--- config.mk ---
export PLATFORM = sky130hd
export DESIGN_NAME = pll_tc_sequencer
export DESIGN_NICKNAME = d
export VERILOG_FILES = /design/src/rtl/pll_tc_pkg.sv /design/src/rtl/tc_ramp_counter.sv /design/src/rtl/tc_code_map.sv /design/src/rtl/tc_loop_select.sv /design/src/rtl/pll_tc_sequencer.sv
export SDC_FILE = /design/constraint.sdc
export NUM_CORES = 1
export LEC_CHECK = 0
export ABC_CLOCK_PERIOD_IN_PS = 1450
export BUFFER_PORTS_ARGS = -buffer_cell sky130_fd_sc_hd__buf_2
export CORE_MARGIN = 8
export CORE_UTILIZATION = 30
export CTS_CLUSTER_DIAMETER = 200
export CTS_CLUSTER_SIZE = 40
export DETAILED_ROUTE_END_ITERATION = 7
export GPL_ROUTABILITY_DRIVEN = 0
export SYNTH_ARGS = -nofsm -noshare
export SYNTH_HDL_FRONTEND = slang
export SYNTH_HIERARCHICAL = 1
export SYNTH_SLANG_ARGS = --single-unit
--- constraint.sdc ---
create_clock -name clk -period 1.45 [get_ports clk]
set_input_delay 0.3625 -clock clk [delete_from_list [all_inputs] [get_ports clk]]
set_output_delay 0.3625 -clock clk [all_outputs]
set_load 0.02 [all_outputs]
--- src/rtl/pll_tc_pkg.sv ---
package pll_tc_pkg;
  typedef enum logic {
    TC_MODE_HW = 1'b0,
    TC_MODE_SW = 1'b1
  } tc_mode_e;

  localparam int unsigned TC_NUM_LOOPS = 2;
  localparam int unsigned TC_LOOP_CARRIER = 0;
  localparam int unsigned TC_LOOP_BIT = 1;
endpackage

--- src/rtl/tc_ramp_counter.sv ---
module tc_ramp_counter #(
  parameter int unsigned STEPS    = 4,
  parameter int unsigned STEP_LEN = 64,
  localparam int unsigned SPAN    = STEPS * STEP_LEN,
  localparam int unsigned CNT_W   = $clog2(SPAN)
) (
  input  logic             clk,
  input  logic             rst_n,
  input  logic             restart,
  input  logic             advance,
  output logic [CNT_W-1:0] cnt
);
  localparam logic [CNT_W-1:0] CNT_MAX = CNT_W'(SPAN - 1);

  logic at_end;
  assign at_end = (cnt == CNT_MAX);

  always_ff @(posedge clk or negedge rst_n) begin
    if (!rst_n)                  cnt <= CNT_MAX;
    else if (restart)            cnt <= '0;
    else if (advance && !at_end) cnt <= cnt + CNT_W'(1);
  end

  // a restart leaves the position at the start of the ramp
  a_r2_restart_clears: assert property (@(posedge clk) disable iff (!rst_n)
    restart |=> (cnt == '0));

  // no strobe, no movement
  a_r5_hold_without_strobe: assert property (@(posedge clk) disable iff (!rst_n)
    (!advance && !restart) |=> $stable(cnt));

  // the end of the span is sticky
  a_r4_saturate: assert property (@(posedge clk) disable iff (!rst_n)
    (at_end && !restart) |=> (cnt == CNT_MAX));
endmodule

--- src/rtl/tc_code_map.sv ---
module tc_code_map #(
  parameter int unsigned TC_W     = 2,
  parameter int unsigned STEP_LEN = 64,
  parameter int unsigned CNT_W    = 8
) (
  input  logic             clk,
  input  logic             rst_n,
  input  logic             restart,
  input  logic [CNT_W-1:0] cnt,
  output logic [TC_W-1:0]  code
);
  localparam int unsigned STEP_SH = $clog2(STEP_LEN);

  function automatic logic [TC_W-1:0] code_of(input logic [CNT_W-1:0] c);
    logic [CNT_W-1:0] shifted;
    shifted = c >> STEP_SH;
    return shifted[TC_W-1:0];
  endfunction

  assign code = code_of(cnt);

  // outside a restart the code only holds or rises by one
  a_r3_single_step: assert property (@(posedge clk) disable iff (!rst_n)
    !restart |=> ((code == $past(code)) || (code == $past(code) + TC_W'(1))));
endmodule

--- src/rtl/tc_loop_select.sv ---
module tc_loop_select
  import pll_tc_pkg::*;
#(
  parameter int unsigned TC_W = 2
) (
  input  tc_mode_e        mode,
  input  logic [TC_W-1:0] hw_code,
  input  logic [TC_W-1:0] sw_code,
  output logic [TC_W-1:0] tc
);
  always_comb begin
    unique case (mode)
      TC_MODE_SW: tc = sw_code;
      default:    tc = hw_code;
    endcase
  end
endmodule

--- src/rtl/pll_tc_sequencer.sv ---
module pll_tc_sequencer
  import pll_tc_pkg::*;
#(
  parameter int unsigned TC_W     = 2,
  parameter int unsigned STEPS    = 4,
  parameter int unsigned STEP_LEN = 64
) (
  input  logic            clk,
  input  logic            rst_n,
  input  logic            bit_stb,
  input  logic            resync,
  input  logic            tc_sw_mode,
  input  logic [TC_W-1:0] sw_tc_carrier,
  input  logic [TC_W-1:0] sw_tc_bit,
  output logic [TC_W-1:0] tc_carrier,
  output logic [TC_W-1:0] tc_bit
);
  localparam int unsigned CNT_W = $clog2(STEPS * STEP_LEN);

  tc_mode_e        mode;
  logic            restart_evt;
  logic            advance_evt;
  logic [CNT_W-1:0] ramp_cnt;
  logic [TC_W-1:0] hw_code;
  logic [TC_W-1:0] sw_codes [TC_NUM_LOOPS];
  logic [TC_W-1:0] loop_tc  [TC_NUM_LOOPS];

  assign mode        = tc_mode_e'(tc_sw_mode);
  assign restart_evt = resync && (mode == TC_MODE_HW);
  assign advance_evt = bit_stb;

  assign sw_codes[TC_LOOP_CARRIER] = sw_tc_carrier;
  assign sw_codes[TC_LOOP_BIT]     = sw_tc_bit;

  tc_ramp_counter #(.STEPS(STEPS), .STEP_LEN(STEP_LEN)) u_ramp (
    .clk     (clk),
    .rst_n   (rst_n),
    .restart (restart_evt),
    .advance (advance_evt),
    .cnt     (ramp_cnt)
  );

  tc_code_map #(.TC_W(TC_W), .STEP_LEN(STEP_LEN), .CNT_W(CNT_W)) u_map (
    .clk     (clk),
    .rst_n   (rst_n),
    .restart (restart_evt),
    .cnt     (ramp_cnt),
    .code    (hw_code)
  );

  for (genvar g = 0; g < TC_NUM_LOOPS; g++) begin : g_loop
    tc_loop_select #(.TC_W(TC_W)) u_sel (
      .mode    (mode),
      .hw_code (hw_code),
      .sw_code (sw_codes[g]),
      .tc      (loop_tc[g])
    );
  end

  assign tc_carrier = loop_tc[TC_LOOP_CARRIER];
  assign tc_bit     = loop_tc[TC_LOOP_BIT];

  // in hardware mode both loops follow the same ramp
  a_r11_loops_agree: assert property (@(posedge clk) disable iff (!rst_n)
    !tc_sw_mode |-> (tc_carrier == tc_bit));

  // resync seen in software mode must not move the ramp
  a_r8_sw_resync_ignored: assert property (@(posedge clk) disable iff (!rst_n)
    (tc_sw_mode && resync && !bit_stb) |=> $stable(ramp_cnt));
endmodule

After elaboration in Yosys (flattened, before gate mapping)
Cells that the tools add are included.

word-level totals
  register bits after elaboration = 8
  bits of input ports = 9
  output and inout port bits = 4

cells by class
  $add $sub $neg = 1
  eq/ne operators = 1
  multiplexer cells = 4
  bitwise gates (word level) = 1
  reduce and logical (&&, ||, !) cells = 4

operators with widths
  operator             number
  $mux 8               2
  $add 8x1->8 const B  1
  $eq 8x8->1 const B   1
  $mux 2               2
  $logic_and 1x1->1    2
  $reduce_bool 2->1    1
  $logic_not 1->1      1
  $not 1->1            1

Longest topological paths before layout
Gate-level depths: netlist of the first run.

  depth in word-level cells = 5
  depth in mapped cells = 4
  depth with buffers taken out = 4

Cells and area by module
The synthesis of the first run kept the hierarchy.

by module, submodules not included
  module            times used  cells each  area each (um^2)  seq. area each (um^2)
  tc_ramp_counter   1           47          515.5             210.2
  tc_loop_select    2           2           22.5              0.0
  tc_code_map       1           2           15.0              0.0
  pll_tc_sequencer  1           1           13.8              0.0

Least setup slack after synthesis of the first run
Ideal clock, no wire load.

  path type = reg2reg
  start point = reg u_ramp.cnt[0]
  end point = reg u_ramp.cnt[5]
  setup time = 0.082 ns
  data arrival time = 1.362 ns
  required time = 1.368 ns
  path slack = 0.005 ns
  stages on the path, launching flop included = 5
  buffers on the path = 0
  path through = dfstp_2 ha_1 and3_2 a211oi_2 mux2_4

between the ends
  cells in the longest elaborated chain, start to end = 4
  elaborated cells on any way between the ends = 7
  those cells by class = add/sub: 1; eq/ne: 1; mux: 2; reduce/logical: 3

ends and longest elaborated chain
  element                                              RTL line               text
  start, declared                                      tc_ramp_counter.sv:11  output logic [CNT_W-1:0] cnt
  start signal, assigned                               tc_ramp_counter.sv:21  else if (advance && !at_end) cnt <= cnt + CNT_W'(1);
  branches (longest 4 deep; another with $add 8x1->8)  -

Several ways; the timed one is not identified. The select of a mux whose other input is x is not followed.
A chain may end at the register's enable or synchronous reset.

Worst setup path in the final report of the first run
  start point = reg u_ramp.cnt[6]
  end point = out tc_carrier[0]

between the ends
  cells in the longest elaborated chain, start to end = 1

ends and longest elaborated chain
  element        RTL line                text
  $mux 2         tc_loop_select.sv:12    unique case (mode)
  end, declared  pll_tc_sequencer.sv:15  output logic [TC_W-1:0] tc_carrier,

No other way between the ends.

==> results of run 1 <==
## Yosys cell counts, types with 2 or more instances
library cell / instances / area (µm²)
nand4_1: 2 / 12.51
mux2_2: 4 / 45.04
a21oi_2: 2 / 17.52
nand2b_1: 2 / 12.51
mux2_4: 4 / 60.06
buf_4: 2 / 15.01
nand2_1: 2 / 7.510
and4_1: 2 / 17.52
dfstp_2: 8 / 210.2
a21oi_1: 2 / 10.01
nor2b_1: 4 / 25.02
nor2_1: 4 / 15.01
## layer usage
metal	global-route usage [%]	part of all wire, %
met5	0	0
met4	5.102	1.8
met3	4.516	4.8
met2	11.74	54
met1	8.303	39
## power breakdown
group          switching (µW)  internal [µW]  leakage, µW
clock                    73.1           94.5    0.0000138
combinational            85.1            119     0.000235
sequential               36.0            274    0.0000829
total                     194            487     0.000331
## area by class of cell
cell class	instances	area, µm²	share of cell area, %
Tap cell	27	33.78	4.186
Sequential cell	8	210.2	26.05
Timing Repair Buffer	21	152.6	18.91
Clock buffer	3	22.52	2.791
Multi-Input combinational cell	42	387.9	48.06
## final timing paths
check | to | cells after the start | slack, ns | from
worst min register to register | u_ramp/cnt[2] | 2 | 0.58 | u_ramp/cnt[2]
max in group asynchronous | u_ramp/cnt[0] | 1 | 1.26 | rst_n
worst max-delay path | tc_carrier[0] | 2 | 0.02 | u_ramp/cnt[6]
min in group clk | u_ramp/cnt[2] | 3 | 0.46 | bit_stb
worst min-delay path | u_ramp/cnt[5] | 1 | 0.17 | rst_n
worst max register to register | u_ramp/cnt[5] | 4 | 0.03 | u_ramp/cnt[1]
## logic make-up (layout without fill, tap and decap cells)
family / count (synthesis) / in the layout
AND/OR/NAND/NOR: 22 / 22
buffers and inverters: 4 / 24
adder cells (fa/ha/maj): 1 / 1
AO/OA/AOI/OAI: 10 / 10
multiplexers: 9 / 9
flip-flops: 8 / 8
## through the flow
step | setup slack, ns | power, µW | setup TNS (ns) | hold slack (ns)
after floorplan | 0.005182 | 392.5 | 0 | 0.2147
after global placement | -0.00008560 | 470.4 | -0.00008560 | 0.4445
after detailed placement | -0.02766 | 473.5 | -0.02766 | 0.4467
after CTS | 0.008171 | 659.2 | 0 | 0.1683
after global routing | -0.02784 | 737.2 | -0.07486 | 0.1727
final | 0.01730 | 681.5 | 0 | 0.1674
## timing repair
action                     in CTS  in global routing
resized for setup               8                  8
pin swaps                       1                  1
buffers inserted                2                  0
setup endpoints to repair       6                  9
==> summary.txt, run 1 <==
Clock tree
  • Inserted Clock Buffers: 3
  • Clock insertion delay at the later pin of the skew report: 0.25 ns
  • Clock transition at the registers of the reported paths: 0.05 ns
  • CTS tree: built
  • Root buffer cell: clkbuf_4
  • Hold Buf Count CTS: 0
  • CTS Buffer Depth: 2
  • # clock sinks: 8
  • H-Tree Depth: 1

STA
  • Final Critical Period: 1.433 ns
  • Top achievable clock speed: 0.6980 GHz
  • Final setup viols: 0
  • Fin. max-slew vios: 0
  • Tcrit/Tclk final: 98.81%
  • Clk_skew: 0.001249 ns
  • Slew @ Worst Pin: 0.2929 ns
  • Hold Vio Cnt, Final: 0
  • Unrepaired setup endpoints after global routing: true
  • Slew headroom: 80.43%

Logic synthesis
  • Sequential-to-total area share from yosys stat: 35.67%
  • Yosys reg bits: 8
  • YS warnings: 6
  • Post-synth EDFFs: 0
  • Simple-Gate Fraction of Synth Area: 23.35%
  • Ys async rst share: 100.0%
  • Post-synthesis compound-gate area fraction: 14.23%
  • Adder-cell share of the synthesized area: 2.123%
  • Main combinational cell family by area after synthesis: simple AND/OR/NAND/NOR gates
  • Syn avg cell area: 10.91 µm²
  • Synth Net Count: 64
  • Synthesized cell area: 589.3 µm²
  • XOR/XNOR share of the synthesized area: 0%
  • Top_reg_cell synth: dfstp_2
  • Synth unique cells: 28
  • Multiplexer share of the synthesized area: 19.53%
  • Synthesized instance count: 54

Finish
  • Finished Cell Area: 807.0 µm²
  • Max reg flops: 8
  • Layout Cells excl Fill: 101
  • Final net count: 86
  • Reg with most FFs: u_ramp/cnt
  • Most common cell after layout, fill and taps aside: buf_4
  • Area growth syn-to-layout: 36.94%
  • Share of cells above drive strength 1: 66.22%
  • Fill cell count: 190
  • Top Registers: u_ramp/cnt (8)
  • Fin util: 42.43%
  • Diodes inserted: 0
  • Commonest non-fill, non-tap cells in the layout: buf_4, buf_2, dfstp_2

Setup path
  • Critical path peak fanout: 4
  • CP peak stage delay: 0.55 ns
  • Crit path arrival time: 1.07 ns
  • CP Launch Type: flip-flop
  • CP Cell Sequence: mux2_2 > buf_6
  • Slowest CP cell: dfstp_2
  • CP Capture Type: primary output
  • CP required: 1.09 ns
  • Buffers and inverters on the worst path: 1
  • CP top delay family: flip-flops
  • WS Path Type: flip-flop to primary output

Drt
  • Pre-Repair DR Iteration Count: 4
  • Vias per Instance: 5.000
  • DR DRC count: 0
  • Via count: 505
  • DR WL/cell: 13.94 µm
  • Detail Route Antenna Nets: 0
  • Total Wirelength: 1.408 mm
  • Iter 0 DRT Violations: 14

Placed design
  • Port-buffer cells: 12
  • Dpl hpwl: 962.2 µm
  • Placed cell area: 713.2 µm²
  • Inst Count DP: 97

Global routing
  • Pin count of the biggest net entering global routing: 14
  • First-pass GRT wire length: 2.056 mm
  • GRT Total Usage: 7.876%
  • Vias in the first global route: 488
  • Grt ovf: 0
  • Initial antenna violation count: 0

Floorplanning
  • Starting Density: 30.99%
  • Row count: 16
  • Chip Height: 60.32 µm
  • Die area: 0.003639 mm²
  • CORE AREA: 0.001902 mm²
  • Chip Width: 60.32 µm
  • I/O pins: 13

Power and ir drop
  • Leak: 0.0003315 µW
  • Worst vdd ir: 0.4964 mV
  • Pwr dens: 844.5 mW/mm²

Status
  • Outcome: finished, final reports clean

Min path
  • Hold Crit Class: input pin to asynchronous set/reset pin

Run
  • MaxCap Viol Count: 0
Power figures use the tool's default switching activity.
==> inputs of run 2 (changes only) <==
CTS_CLUSTER_DIAMETER = 80   (was 200)
PLACE_DENSITY = 0.61   (was default)
==> summary.txt, run 2 (synthesized netlist as in run 1, its figures left out) <==
Finish
  • Area growth syn-to-layout: 36.73%
  • Finished Cell Area: 805.8 µm² (-0.16%)
  • Commonest non-fill, non-tap cells in the layout: buf_4, mux2_4, buf_2, dfstp_2
  • Reg with most FFs: u_ramp/cnt
  • Most common cell after layout, fill and taps aside: buf_4
  • Fin util: 42.37% (-0.066 points)
  • Diodes inserted: 0 (unchanged)
  • Share of cells above drive strength 1: 64.86% (-1.4 points)
  • Layout Cells excl Fill: 101 (unchanged)
  • Final net count: 86 (unchanged)
  • Top Registers: u_ramp/cnt (8)
  • Max reg flops: 8 (unchanged)

Drt
  • Iter 0 DRT Violations: 8 (-6)
  • Total Wirelength: 1.389 mm (-1.3%)
  • DR WL/cell: 13.75 µm (-1.3%)
  • DR DRC count: 0 (unchanged)
  • Via count: 496 (-1.8%)
  • Detail Route Antenna Nets: 0 (unchanged)
  • Pre-Repair DR Iteration Count: 4 (unchanged)
  • Vias per Instance: 4.911 (-1.8%)

Global routing
  • Vias in the first global route: 457 (-6.4%)
  • Grt ovf: 0 (unchanged)
  • GRT Total Usage: 7.876% (unchanged)
  • First-pass GRT wire length: 2.063 mm (+0.34%)
  • Pin count of the biggest net entering global routing: 14 (unchanged)
  • Initial antenna violation count: 0 (unchanged)

Status
  • Failing checks: negative setup slack
  • Outcome: complete, but fails checks

Clock tree
  • H-Tree Depth: 1 (unchanged)
  • Root buffer cell: clkbuf_4
  • # clock sinks: 8 (unchanged)
  • CTS tree: built
  • Hold Buf Count CTS: 0 (unchanged)
  • Clock insertion delay at the later pin of the skew report: 0.26 ns (about the same)
  • CTS Buffer Depth: 2 (unchanged)
  • Clock transition at the registers of the reported paths: 0.06 ns (about the same)
  • Inserted Clock Buffers: 3 (unchanged)

Setup path
  • R2R Setup Slk: 0.02 ns (about the same)
  • CP Launch Type: flip-flop
  • Worst R2R Path Depth: 4 (unchanged)
  • Critical path peak fanout: 4 (unchanged)
  • WS Path Type: flip-flop to primary output
  • Reg-to-reg critical path endpoint: u_ramp/cnt[5]
  • R2r startpoint: u_ramp/cnt[1]
  • CP Capture Type: primary output
  • Crit path arrival time: 1.09 ns (+0.02 ns)
  • CP required: 1.09 ns (about the same)

Placed design
  • Inst Count DP: 96 (-1.0%)
  • Port-buffer cells: 12 (unchanged)
  • Placement Setup Slack: -0.02965 ns (-0.001987 ns)
  • Placed cell area: 705.7 µm² (-1.1%)

STA
  • Final Critical Period: 1.451 ns (+0.01825 ns)
  • Hold Vio Cnt, Final: 0 (unchanged)
  • Clk_skew: 0.002503 ns (+0.001255 ns)
  • Unrepaired setup endpoints after global routing: true
  • Slew @ Worst Pin: 0.2901 ns (-0.002804 ns)
  • Tcrit/Tclk final: 100.1% (+1.3 points)
  • Fin. max-slew vios: 0 (unchanged)
  • Top achievable clock speed: 0.6892 GHz (-1.3%)
  • Final setup viols: 1 (+1)
  • Slack of the critical path: -0.0009481 ns (-0.01825 ns)
  • Slew headroom: 80.62% (+0.19 points)

Power and ir drop
  • Pwr dens: 849.1 mW/mm² (+0.55%)
  • Worst vdd ir: 0.4269 mV (-14%)
  • Leak: 0.0003369 µW (+1.6%)
  • Power, Total: 684.2 µW (+0.39%)

Floorplanning
  • CORE AREA: 0.001902 mm² (unchanged)
  • I/O pins: 13 (unchanged)
  • Die area: 0.003639 mm² (unchanged)
  • Starting Density: 30.99% (unchanged)
  • Chip Height: 60.32 µm (unchanged)
  • Chip Width: 60.32 µm (unchanged)
  • Row count: 16 (unchanged)

Min path
  • Hold Crit Class: input pin to asynchronous set/reset pin

Run
  • MaxCap Viol Count: 0 (unchanged)
==> run 2: cell counts in the layout (fill, tap and decap cells not counted) <==
No cell type changed its count.
==> run 2: cell type report <==
| cell class | instances | area [µm²] |
|---|---|---|
| timing repair buffer | 21 | 152.6 |
| fill | 191 | 1096 |
| sequential | 8 | 210.2 |
| clock buffer | 3 | 22.52 |
| tap | 27 | 33.78 |
| multi-input combinational | 42 | 386.6 |
==> run 2: worst max path at each step <==
stage             startpoint            end  slack [ns]  depth (start not counted)
5_1_grt        u_ramp/cnt[7]      tc_bit[1]       -0.03                          2
2_1_floorplan  u_ramp/cnt[0]  u_ramp/cnt[5]       0.005                          4
3_5_place_dp   u_ramp/cnt[0]  u_ramp/cnt[5]       -0.03                          4
6_report       u_ramp/cnt[7]      tc_bit[1]     -0.0009                          2
4_1_cts        u_ramp/cnt[6]      tc_bit[0]      -0.002                          2
3_3_place_gp   u_ramp/cnt[0]  u_ramp/cnt[5]      -0.007                          4
==> run 2: report_power, final <==
group	total [µW]	internal (µW)	switching (µW)
clock	182	95.4	86.4
sequential	307	273	33.7
combinational	195	110	85.0
==> run 2: critical path, stage by stage, from the launching register on <==
cell and delay (ns):
dfstp_2 0.55, mux2_4 0.16, buf_6 0.11
==> run 2: timing repair <==
item | 4_1_cts | 5_1_grt
resized for setup | 7 | 9
setup buffers | 3 | 0
pin swaps | 2 | 1
setup endpoints to repair | 6 | 9
==> run 2: routing by layer <==
layer / vias up / track usage (%) / share of wire [%]
met2: 8 / 12.50 / 51
li1: 238 / - / -
met1: 247 / 8.303 / 43
met4: 0 / 4.082 / 0.79
met3: 3 / 4.086 / 4.6
met5: - / 0 / 0
==> run 2: per-stage QoR <==
| step | TNS [ns] | hold WS, ns |
|---|---|---|
| 6_report | -0.0009481 | 0.1488 |
| 2_1_floorplan | 0 | 0.2147 |
| 3_3_place_gp | -0.007369 | 0.4463 |
| 3_5_place_dp | -0.02965 | 0.4446 |
| 5_1_grt | -0.09222 | 0.1679 |
| 4_1_cts | -0.001930 | 0.1576 |
